<file path="src/rtl/mac_pkg.sv">
// Package mac_pkg
// Shared operation encoding and default widths for the multiply-accumulate
// unit. Assumes a two-bit operation code, decoded by mac_accum.
package mac_pkg;
    localparam int MAC_OPW  = 16;
    localparam int MAC_ACCW = 40;

    typedef enum logic [1:0] {
        MAC_OP_MUL  = 2'b00,
        MAC_OP_ADD  = 2'b01,
        MAC_OP_SUB  = 2'b10,
        MAC_OP_MULB = 2'b11
    } mac_op_e;
endpackage

</file>
<file path="src/rtl/mac_mult.sv">
// Module mac_mult
// Combinational OPW x OPW multiplier with an independent signedness choice
// for each operand. Each operand is widened by one bit: the sign bit when
// the operand is signed, zero when it is not. The product is then formed
// as a signed value, and its low 2*OPW bits are exact for every mix.
module mac_mult #(
    parameter int OPW = 16
) (
    input  logic [OPW-1:0]   a,
    input  logic [OPW-1:0]   b,
    input  logic             a_signed,
    input  logic             b_signed,
    output logic [2*OPW-1:0] prod
);
    localparam int PW   = 2 * OPW;
    localparam int FULW = 2 * (OPW + 1);

    logic signed [OPW:0]    a_ext;
    logic signed [OPW:0]    b_ext;
    logic signed [FULW-1:0] full;

    // Widen each operand by its sign bit or by zero.
    always_comb begin
        a_ext = {a_signed & a[OPW-1], a};
        b_ext = {b_signed & b[OPW-1], b};
    end

    // Signed product of the widened operands; keep the exact low part.
    always_comb begin
        full = a_ext * b_ext;
        prod = full[PW-1:0];
    end
endmodule

</file>
<file path="src/rtl/mac_align.sv">
// Module mac_align
// Extends the product to accumulator width and applies the alignment for
// the selected format. The extension is by sign when ext_signed is set and
// by zero otherwise. Fractional alignment doubles the value, and the top
// bit falls off modulo 2^ACCW.
module mac_align #(
    parameter int OPW  = 16,
    parameter int ACCW = 40
) (
    input  logic [2*OPW-1:0] prod,
    input  logic             ext_signed,
    input  logic             int_mode,
    output logic [ACCW-1:0]  aligned
);
    localparam int PW    = 2 * OPW;
    localparam int GUARD = ACCW - PW;

    logic [ACCW-1:0] widened;

    // Fill the guard bits with the product sign or with zero.
    always_comb begin
        widened = {{GUARD{ext_signed & prod[PW-1]}}, prod};
    end

    // Fractional alignment shifts left by one; integer leaves it.
    always_comb begin
        aligned = int_mode ? widened : {widened[ACCW-2:0], 1'b0};
    end
endmodule

</file>
<file path="src/rtl/mac_accum.sv">
// Module mac_accum
// Holds the accumulator and the feedback register. Combines the aligned
// product with the accumulator as the operation code asks, wraps modulo
// 2^ACCW, and writes one of the two registers when en is high.
// The feedback register takes MFW bits starting at bit MF_LSB.
module mac_accum
    import mac_pkg::*;
#(
    parameter int ACCW   = 40,
    parameter int MFW    = 16,
    parameter int MF_LSB = 16
) (
    input  logic            clk,
    input  logic            rst_n,
    input  logic            en,
    input  logic [1:0]      op,
    input  logic            dest_mf,
    input  logic [ACCW-1:0] addend,
    output logic [ACCW-1:0] acc_q,
    output logic [MFW-1:0]  fb_q
);
    logic [ACCW-1:0] result;

    // Select load, add or subtract of the aligned product.
    always_comb begin
        unique case (mac_op_e'(op))
            MAC_OP_ADD: result = acc_q + addend;
            MAC_OP_SUB: result = acc_q - addend;
            default:    result = addend;
        endcase
    end

    // Accumulator register: cleared on reset, written when routed here.
    always_ff @(posedge clk) begin
        if (!rst_n)
            acc_q <= '0;
        else if (en && !dest_mf)
            acc_q <= result;
    end

    // Feedback register: cleared on reset, takes the result's high word.
    always_ff @(posedge clk) begin
        if (!rst_n)
            fb_q <= '0;
        else if (en && dest_mf)
            fb_q <= result[MF_LSB +: MFW];
    end
endmodule

</file>
<file path="src/rtl/mac_unit.sv">
// Module mac_unit (top)
// Single-cycle multiply-accumulate unit with a 40-bit accumulator and a
// 16-bit feedback register. The accumulator is presented as three
// sections, and ovf reports when its value leaves the 32-bit signed range.
// Assumes one operation per enabled cycle; inputs are sampled at the edge.
module mac_unit
    import mac_pkg::*;
#(
    parameter int OPW  = MAC_OPW,
    parameter int ACCW = MAC_ACCW
) (
    input  logic                 clk,
    input  logic                 rst_n,
    input  logic                 en,
    input  logic [1:0]           op,
    input  logic [OPW-1:0]       x_in,
    input  logic [OPW-1:0]       y_in,
    input  logic                 x_signed,
    input  logic                 y_signed,
    input  logic                 int_mode,
    input  logic                 dest_mf,
    output logic [OPW-1:0]       mr0,
    output logic [OPW-1:0]       mr1,
    output logic [ACCW-2*OPW-1:0] mr2,
    output logic [OPW-1:0]       mf,
    output logic                 ovf
);
    localparam int PW    = 2 * OPW;
    localparam int GUARD = ACCW - PW;

    logic [PW-1:0]   prod;
    logic [ACCW-1:0] aligned;
    logic [ACCW-1:0] acc;
    logic [GUARD:0]  top_bits;

    mac_mult #(.OPW(OPW)) u_mult (
        .a        (x_in),
        .b        (y_in),
        .a_signed (x_signed),
        .b_signed (y_signed),
        .prod     (prod)
    );

    mac_align #(.OPW(OPW), .ACCW(ACCW)) u_align (
        .prod       (prod),
        .ext_signed (x_signed | y_signed),
        .int_mode   (int_mode),
        .aligned    (aligned)
    );

    mac_accum #(.ACCW(ACCW), .MFW(OPW), .MF_LSB(OPW)) u_accum (
        .clk     (clk),
        .rst_n   (rst_n),
        .en      (en),
        .op      (op),
        .dest_mf (dest_mf),
        .addend  (aligned),
        .acc_q   (acc),
        .fb_q    (mf)
    );

    // Split the accumulator into its three visible sections.
    always_comb begin
        mr0 = acc[OPW-1:0];
        mr1 = acc[PW-1:OPW];
        mr2 = acc[ACCW-1:PW];
    end

    // Guard bits plus the product sign must agree for an in-range value.
    always_comb begin
        top_bits = acc[ACCW-1:PW-1];
        ovf      = !((&top_bits) || !(|top_bits));
    end
endmodule

</file>
<file path="config.mk">
export PLATFORM = sky130hd
export DESIGN_NAME = mac_unit
export DESIGN_NICKNAME = d
export VERILOG_FILES = /design/src/rtl/mac_pkg.sv /design/src/rtl/mac_mult.sv /design/src/rtl/mac_align.sv /design/src/rtl/mac_accum.sv /design/src/rtl/mac_unit.sv
export SDC_FILE = /design/constraint.sdc
export NUM_CORES = 1
export LEC_CHECK = 0
export BUFFER_PORTS_ARGS = -buffer_cell sky130_fd_sc_hd__buf_4
export CAP_MARGIN = 30
export CORE_ASPECT_RATIO = 2
export CORE_MARGIN = 4
export CORE_UTILIZATION = 65
export CTS_BUF_LIST = sky130_fd_sc_hd__clkbuf_4 sky130_fd_sc_hd__clkbuf_8
export CTS_CLUSTER_SIZE = 40
export DETAILED_ROUTE_END_ITERATION = 7
export PLACE_DENSITY = 0.94
export SLEW_MARGIN = 20
export SYNTH_ARGS = -nofsm -noshare
export SYNTH_HDL_FRONTEND = slang
export SYNTH_SLANG_ARGS = --single-unit
</file>
<file path="constraint.sdc">
create_clock -name clk -period 11.9 [get_ports clk]
set_input_delay 1.785 -clock clk [delete_from_list [all_inputs] [get_ports clk]]
set_output_delay 1.785 -clock clk [all_outputs]
set_load 0.005 [all_outputs]
</file>
# --- Word level (Yosys, flattened, before mapping) ---
# Index checks and enable logic that the tools add are counted.
totals:
  wordCells: 21
  reg_bits: 56
  in_bits: 41
  output_inout_bits: 57
op_classes:
  n_reduce_logical: 8
  n_addsub: 2
  n_mul: 1
  bitwise: 4
  muxes: 2
  eq_ne: 2
op_table:
  columns: ["op", "count"]
  rows:
  - ["$pmux W40 S2", 1]
  - ["$add A40 B40 Y40", 1]
  - ["$sub A40 B40 Y40", 1]
  - ["$mux W33", 1]
  - ["$mul A17 B17 Y32", 1]
  - ["$reduce_and A9 Y1", 1]
  - ["$reduce_or A9 Y1", 1]
  - ["$and A1 B1 Y1", 3]
  - ["$logic_not A1 Y1", 3]
  - ["$eq A2 B1 Y1 const B", 1]
  - ["$eq A2 B2 Y1 const B", 1]
  - ["$logic_and A1 B1 Y1", 2]
  - ["$logic_or A1 B1 Y1", 1]
  - ["$or A1 B1 Y1", 1]

# --- Logic depth before layout (Yosys ltp) ---
logic_depth:
  ltp_word: 6
  depth_mapped: 40
  mapped_depth_nobuf: 38

# --- Cells and area by module ---
# From an unflattened synthesis, not the netlist that was laid out.
hier_totals:
  hier_cells: 1969
  area_unflattened_um2: 16584.7
by_module_without_submodules:
  columns: ["mod", "seq_area_each_um2", "area_per_inst_um2", "instances", "cells_per_inst"]
  rows:
  - ["mac_mult", 0.0, 10512.6, 1, 1169]
  - ["mac_accum", 1121.1, 5429.0, 1, 746]
  - ["mac_align", 0.0, 589.3, 1, 45]
  - ["mac_unit", 0.0, 53.8, 1, 9]

# --- Worst setup path after synthesis ---
# No wires, ideal clock.
synth_path:
  path_kind: "input-to-reg"
  from: "input y_in[8]"
  to: "register u_accum.acc_q[39]"
  cell_stages: 36
  arrival_time_ps: 10382
  setup_time_ps: 134
  setup_slack_ps: 1384
  n_path_buf: 3
  required_ps: 11766
  cell_sequence: "clkbuf_1 clkbuf_1 nand2_1 fa_1 inv_1 fa_1 inv_1 fa_1 inv_1 fa_1 fa_1 inv_1 fa_1 inv_1 ha_1 buf_2 and3_1 a221oi_2 o2111ai_1 a211oi_1 o221ai_1 a2111oi_0 a41o_2 a41oi_4 a21oi_1 xnor2_1 ha_1 a21o_1 a221oi_1 nand2_1 nor3_1 nor3_1 o2111ai_1 a21oi_1 a2111oi_1 o21ai_1"
synth_via:
  elab_chain_cells: 5
  word_cells_on_any_way: 6
  classes_between: "add/sub: 2; mul: 1; mux: 2; bitwise: 1"
synth_lines:
  columns: ["element", "line_no", "text"]
  rows:
  - ["start: declaration", "mac_unit.sv:17", "input logic [OPW-1:0] y_in,"]
  - ["$mul A17 B17 Y32 (*)", "mac_mult.sv:30", "full = a_ext * b_ext;"]
  - ["$and A1 B1 Y1", "mac_align.sv:22", "widened = {{GUARD{ext_signed & prod[PW-1]}}, prod};"]
  - ["$mux W33", "mac_align.sv:27", "aligned = int_mode ? widened : {widened[ACCW-2:0], 1'b0};"]
  - ["$sub A40 B40 Y40 / $add A40 B40 Y40 (equally long branches)", "mac_accum.sv:28, mac_accum.sv:27", null]
  - ["$pmux W40 S2 (*)", "mac_accum.sv:26", "unique case (mac_op_e'(op))"]
  - ["end signal: assignment", "mac_accum.sv:38", "acc_q <= result;"]
  - ["end: declaration", "mac_accum.sv:19", "output logic [ACCW-1:0] acc_q,"]
# Mark *: on every way between the ends. The rest lies on a longest branch, timed or not.
# A chain may end at the register's enable or synchronous reset.

# --- Final worst setup path ---
layout_path:
  from: "input x_in[13]"
  to: "register u_accum.acc_q[39]"
layout_via:
  elab_chain_cells: 5
  word_cells_on_any_way: 6
  classes_between: "add/sub: 2; mul: 1; mux: 2; bitwise: 1"
layout_lines:
  columns: ["element", "line_no", "text"]
  rows:
  - ["start: declaration", "mac_unit.sv:16", "input logic [OPW-1:0] x_in,"]
  - ["$mul A17 B17 Y32 (*)", "mac_mult.sv:30", null]
  - ["$and A1 B1 Y1", "mac_align.sv:22", null]
  - ["$mux W33", "mac_align.sv:27", null]
  - ["$sub A40 B40 Y40 / $add A40 B40 Y40 (equally long branches)", "mac_accum.sv:28, mac_accum.sv:27", null]
  - ["$pmux W40 S2 (*)", "mac_accum.sv:26", null]
# Marked as above.

==> flow_metrics.tcl <==
set metrics [dict create \
    worstSetupStartpoint "x_in[13]" \
    clock_skew_ps 11.34 \
    status "completed" \
    syn_nets 2523 \
    holdPathStages 2 \
    period_share 0.9459 \
    drive_gt1_frac 0.07464 \
    cts_buffer_depth 2 \
    fill_cells 1995 \
    grt_pass1_wl_um 75730 \
    grt.total_usage 0.3199 \
    drtIter0Drc 1081 \
    vias 15130 \
    initial_core_util 0.6582 \
    startpoint_type "input port" \
    viasPerCell 6.225 \
    yosys_register_bits 56 \
    hold_viol 0 \
    synth_edf_count 0 \
    hpwl_um 37310 \
    synthFlopType "dfxtp_1" \
    rows 83 \
    hold_class "flop to flop" \
    cts.clk_slew.worst_paths_ps 110 \
    ant_nets 0 \
    cpPeakStageDelay_ps 710 \
    async_reset_ff_frac 0 \
    setup_viol 0 \
    min_from "u_accum.acc_q[3]" \
    crit_slowest_cell "o311ai_0" \
    fp.dieH_um 235.9 \
    cts_tree "yes" \
    dieArea_um2 28770 \
    ctsResizeCount 0 \
    drt_wl_total_um 45060 \
    max_cap_viol_count 0 \
    fp.coreArea_um2 25650 \
    grt_max_degree 83 \
    finalCriticalPeriod_ps 11260 \
    critPathKind "input port to flop" \
    post_cts_buffers 0 \
    min_to "u_accum.acc_q[3]" \
    r2r_cells 13 \
    cts_htree_levels 2 \
    grt_overflow 0 \
    worst_ep_arrival_time_ps 11460 \
    tns_ps 0 \
    synthCells 2076 \
    cp.required_ps 12100 \
    wl_per_cell_um 18.53 \
    place_congestion 0.9481 \
    relSlewSlack 0.3616 \
    rr_startpoint "u_accum.acc_q[1]" \
    areaGrowthSynthToFinish_pct 5.670 \
    avgSynthCellArea_um2 8.132 \
    cts_sinks 56 \
    worst_pin_slew_ps 957.7 \
    cp_common_cell "fa_1" \
    synth_seq_area_share 0.06640 \
    port_buffers 97 \
    cts_root_buf "clkbuf_8" \
    grt_pass1_vias 16140 \
    drc 0 \
    die_width_um 122.0 \
    cts_buffers 5 \
    dr.pass1.iters 5 \
    slew_violations 0 \
    crit_path_end_kind "flop" \
    max_freq_mhz 88.84 \
    rsz0062_at_grt "no" \
    ys_types 86 \
    reg2reg_slack_ps 8160 \
    cts_hold_buffers 0 \
    crit_path_max_fanout 17 \
    clock_latency_ps 330 \
    r2r-end "u_accum.acc_q[39]" \
    nets 2536 \
    grt_antenna_before_repair 1 \
    synth_area_um2 16880 \
    yosys_warnings 0 \
    ioPinCount 98 \
]
## layout by cell type (no fill, tap or decap), types with 5 or more instances in the layout
master     count
a2111oi_0      5
a211o_1        8
a211oi_1      38
a21boi_0       5
a21o_1        24
a21oi_1      106
a311oi_1       7
a31oi_1       25
and2_1       129
and3_1        21
buf_4        104
clkbuf_8       5
dfxtp_1       56
fa_1         283
ha_1         123
inv_1        342
mux2i_1        6
nand2_1      228
nand2b_1      14
nand3_1       31
nand4_1        8
nor2_1       118
nor2b_1        8
nor3_1        40
nor4_1         6
o2111ai_1      5
o211ai_1      25
o21a_1        23
o21ai_0       91
o21bai_1      10
o31ai_1        8
or2_2         13
or3_1         12
xnor2_1       54
xor2_1        21
## metal layers
layer	vias up	part of all wire	GRT usage	wire, um
li1	6801	-	-	-
met1	7289	0.35	0.3599	15650
met2	785	0.52	0.5745	23640
met3	257	0.065	0.04055	2944
met4	0	0.063	0.1755	2818
met5	-	0	0	0
## metrics by stage
stage,hold WS (ps),util,std cells,area [um2],setup WS (ps)
floorplan,465.1,-,2076,16880,1384
global placement,474.0,0.6905,2421,17710,557.0
detailed placement,488.0,0.6910,2422,17730,345.6
CTS,503.0,0.6946,2430,17820,669.8
global route,527.9,0.6955,2431,17840,27.10
finish,497.7,0.6955,2431,17840,643.4
## cells in the mapped netlist (all sizes together) (7+ instances only)
master / instances / area [um2]
or2: 14 / 87.59
nor2b: 9 / 56.30
clkbuf: 88 / 330.3
and3: 23 / 150.1
a31oi: 25 / 156.4
a2111oi: 7 / 81.33
dfxtp: 56 / 1121
a211oi: 40 / 305.3
or3: 13 / 86.33
ha: 123 / 1539
o211ai: 26 / 209.0
inv: 342 / 1284
nand4: 8 / 50.05
a211o: 9 / 87.59
nor4: 10 / 96.35
o31ai: 8 / 60.06
xor2: 22 / 192.7
a21o: 24 / 180.2
nand3: 31 / 155.2
and2: 130 / 813.3
o21a: 23 / 172.7
o21ai: 95 / 475.5
xnor2: 54 / 473.0
fa: 283 / 5665
buf: 11 / 55.05
o21bai: 10 / 75.07
a311oi: 7 / 61.31
a21oi: 106 / 530.5
nor3: 41 / 205.2
nor2: 118 / 442.9
nand2b: 14 / 87.58
nand2: 228 / 855.8
## logic make-up after synthesis
family                   after synthesis  share of synthesized area
AO/OA/AOI/OAI                        428                     0.1693
XOR/XNOR                              76                    0.03943
adder cells (fa/ha/maj)              406                     0.4267
buffers and inverters                442                    0.09909
flip-flops                            56                    0.06641
multiplexers                           9                   0.005558
AND/OR/NAND/NOR                      659                     0.1934
## worst max-delay path, delay by kind of cell
family	cells	cell delay, ps
adder cells (fa/ha/maj)	8	4060
AO/OA/AOI/OAI	13	3730
AND/OR/NAND/NOR	6	1090
buffers and inverters	6	570
XOR/XNOR	1	200
## layout make-up
class / count / area [um2] / share of cell area
diodes: 1 / 2.502 / 0.0001403
clock buffers: 7 / 83.83 / 0.004699
clock inverters: 1 / 8.758 / 0.0004910
inverters: 343 / 1287 / 0.07217
multi-input cells: 1578 / 14110 / 0.7912
flip-flops and latches: 56 / 1121 / 0.06284
well taps: 340 / 425.4 / 0.02385
repair buffers: 105 / 795.8 / 0.04461
## how the worst max path moves through the flow
| stage | end | slack, ps | depth (start not counted) |
|---|---|---|---|
| floorplan | u_accum.acc_q[39] | 1380 | 36 |
| global placement | u_accum.acc_q[39] | 560 | 35 |
| detailed placement | u_accum.acc_q[39] | 350 | 35 |
| CTS | u_accum.acc_q[39] | 670 | 35 |
| global route | u_accum.acc_q[39] | 30 | 34 |
| finish | u_accum.acc_q[39] | 640 | 34 |
## state kept, by name, indices dropped and copies added (netlist names)
name	cells
u_accum.acc_q	40
u_accum.fb_q	16
Power is not shown: default switching activity piles up to over one toggle a cycle in this logic, so the estimate is an artifact.
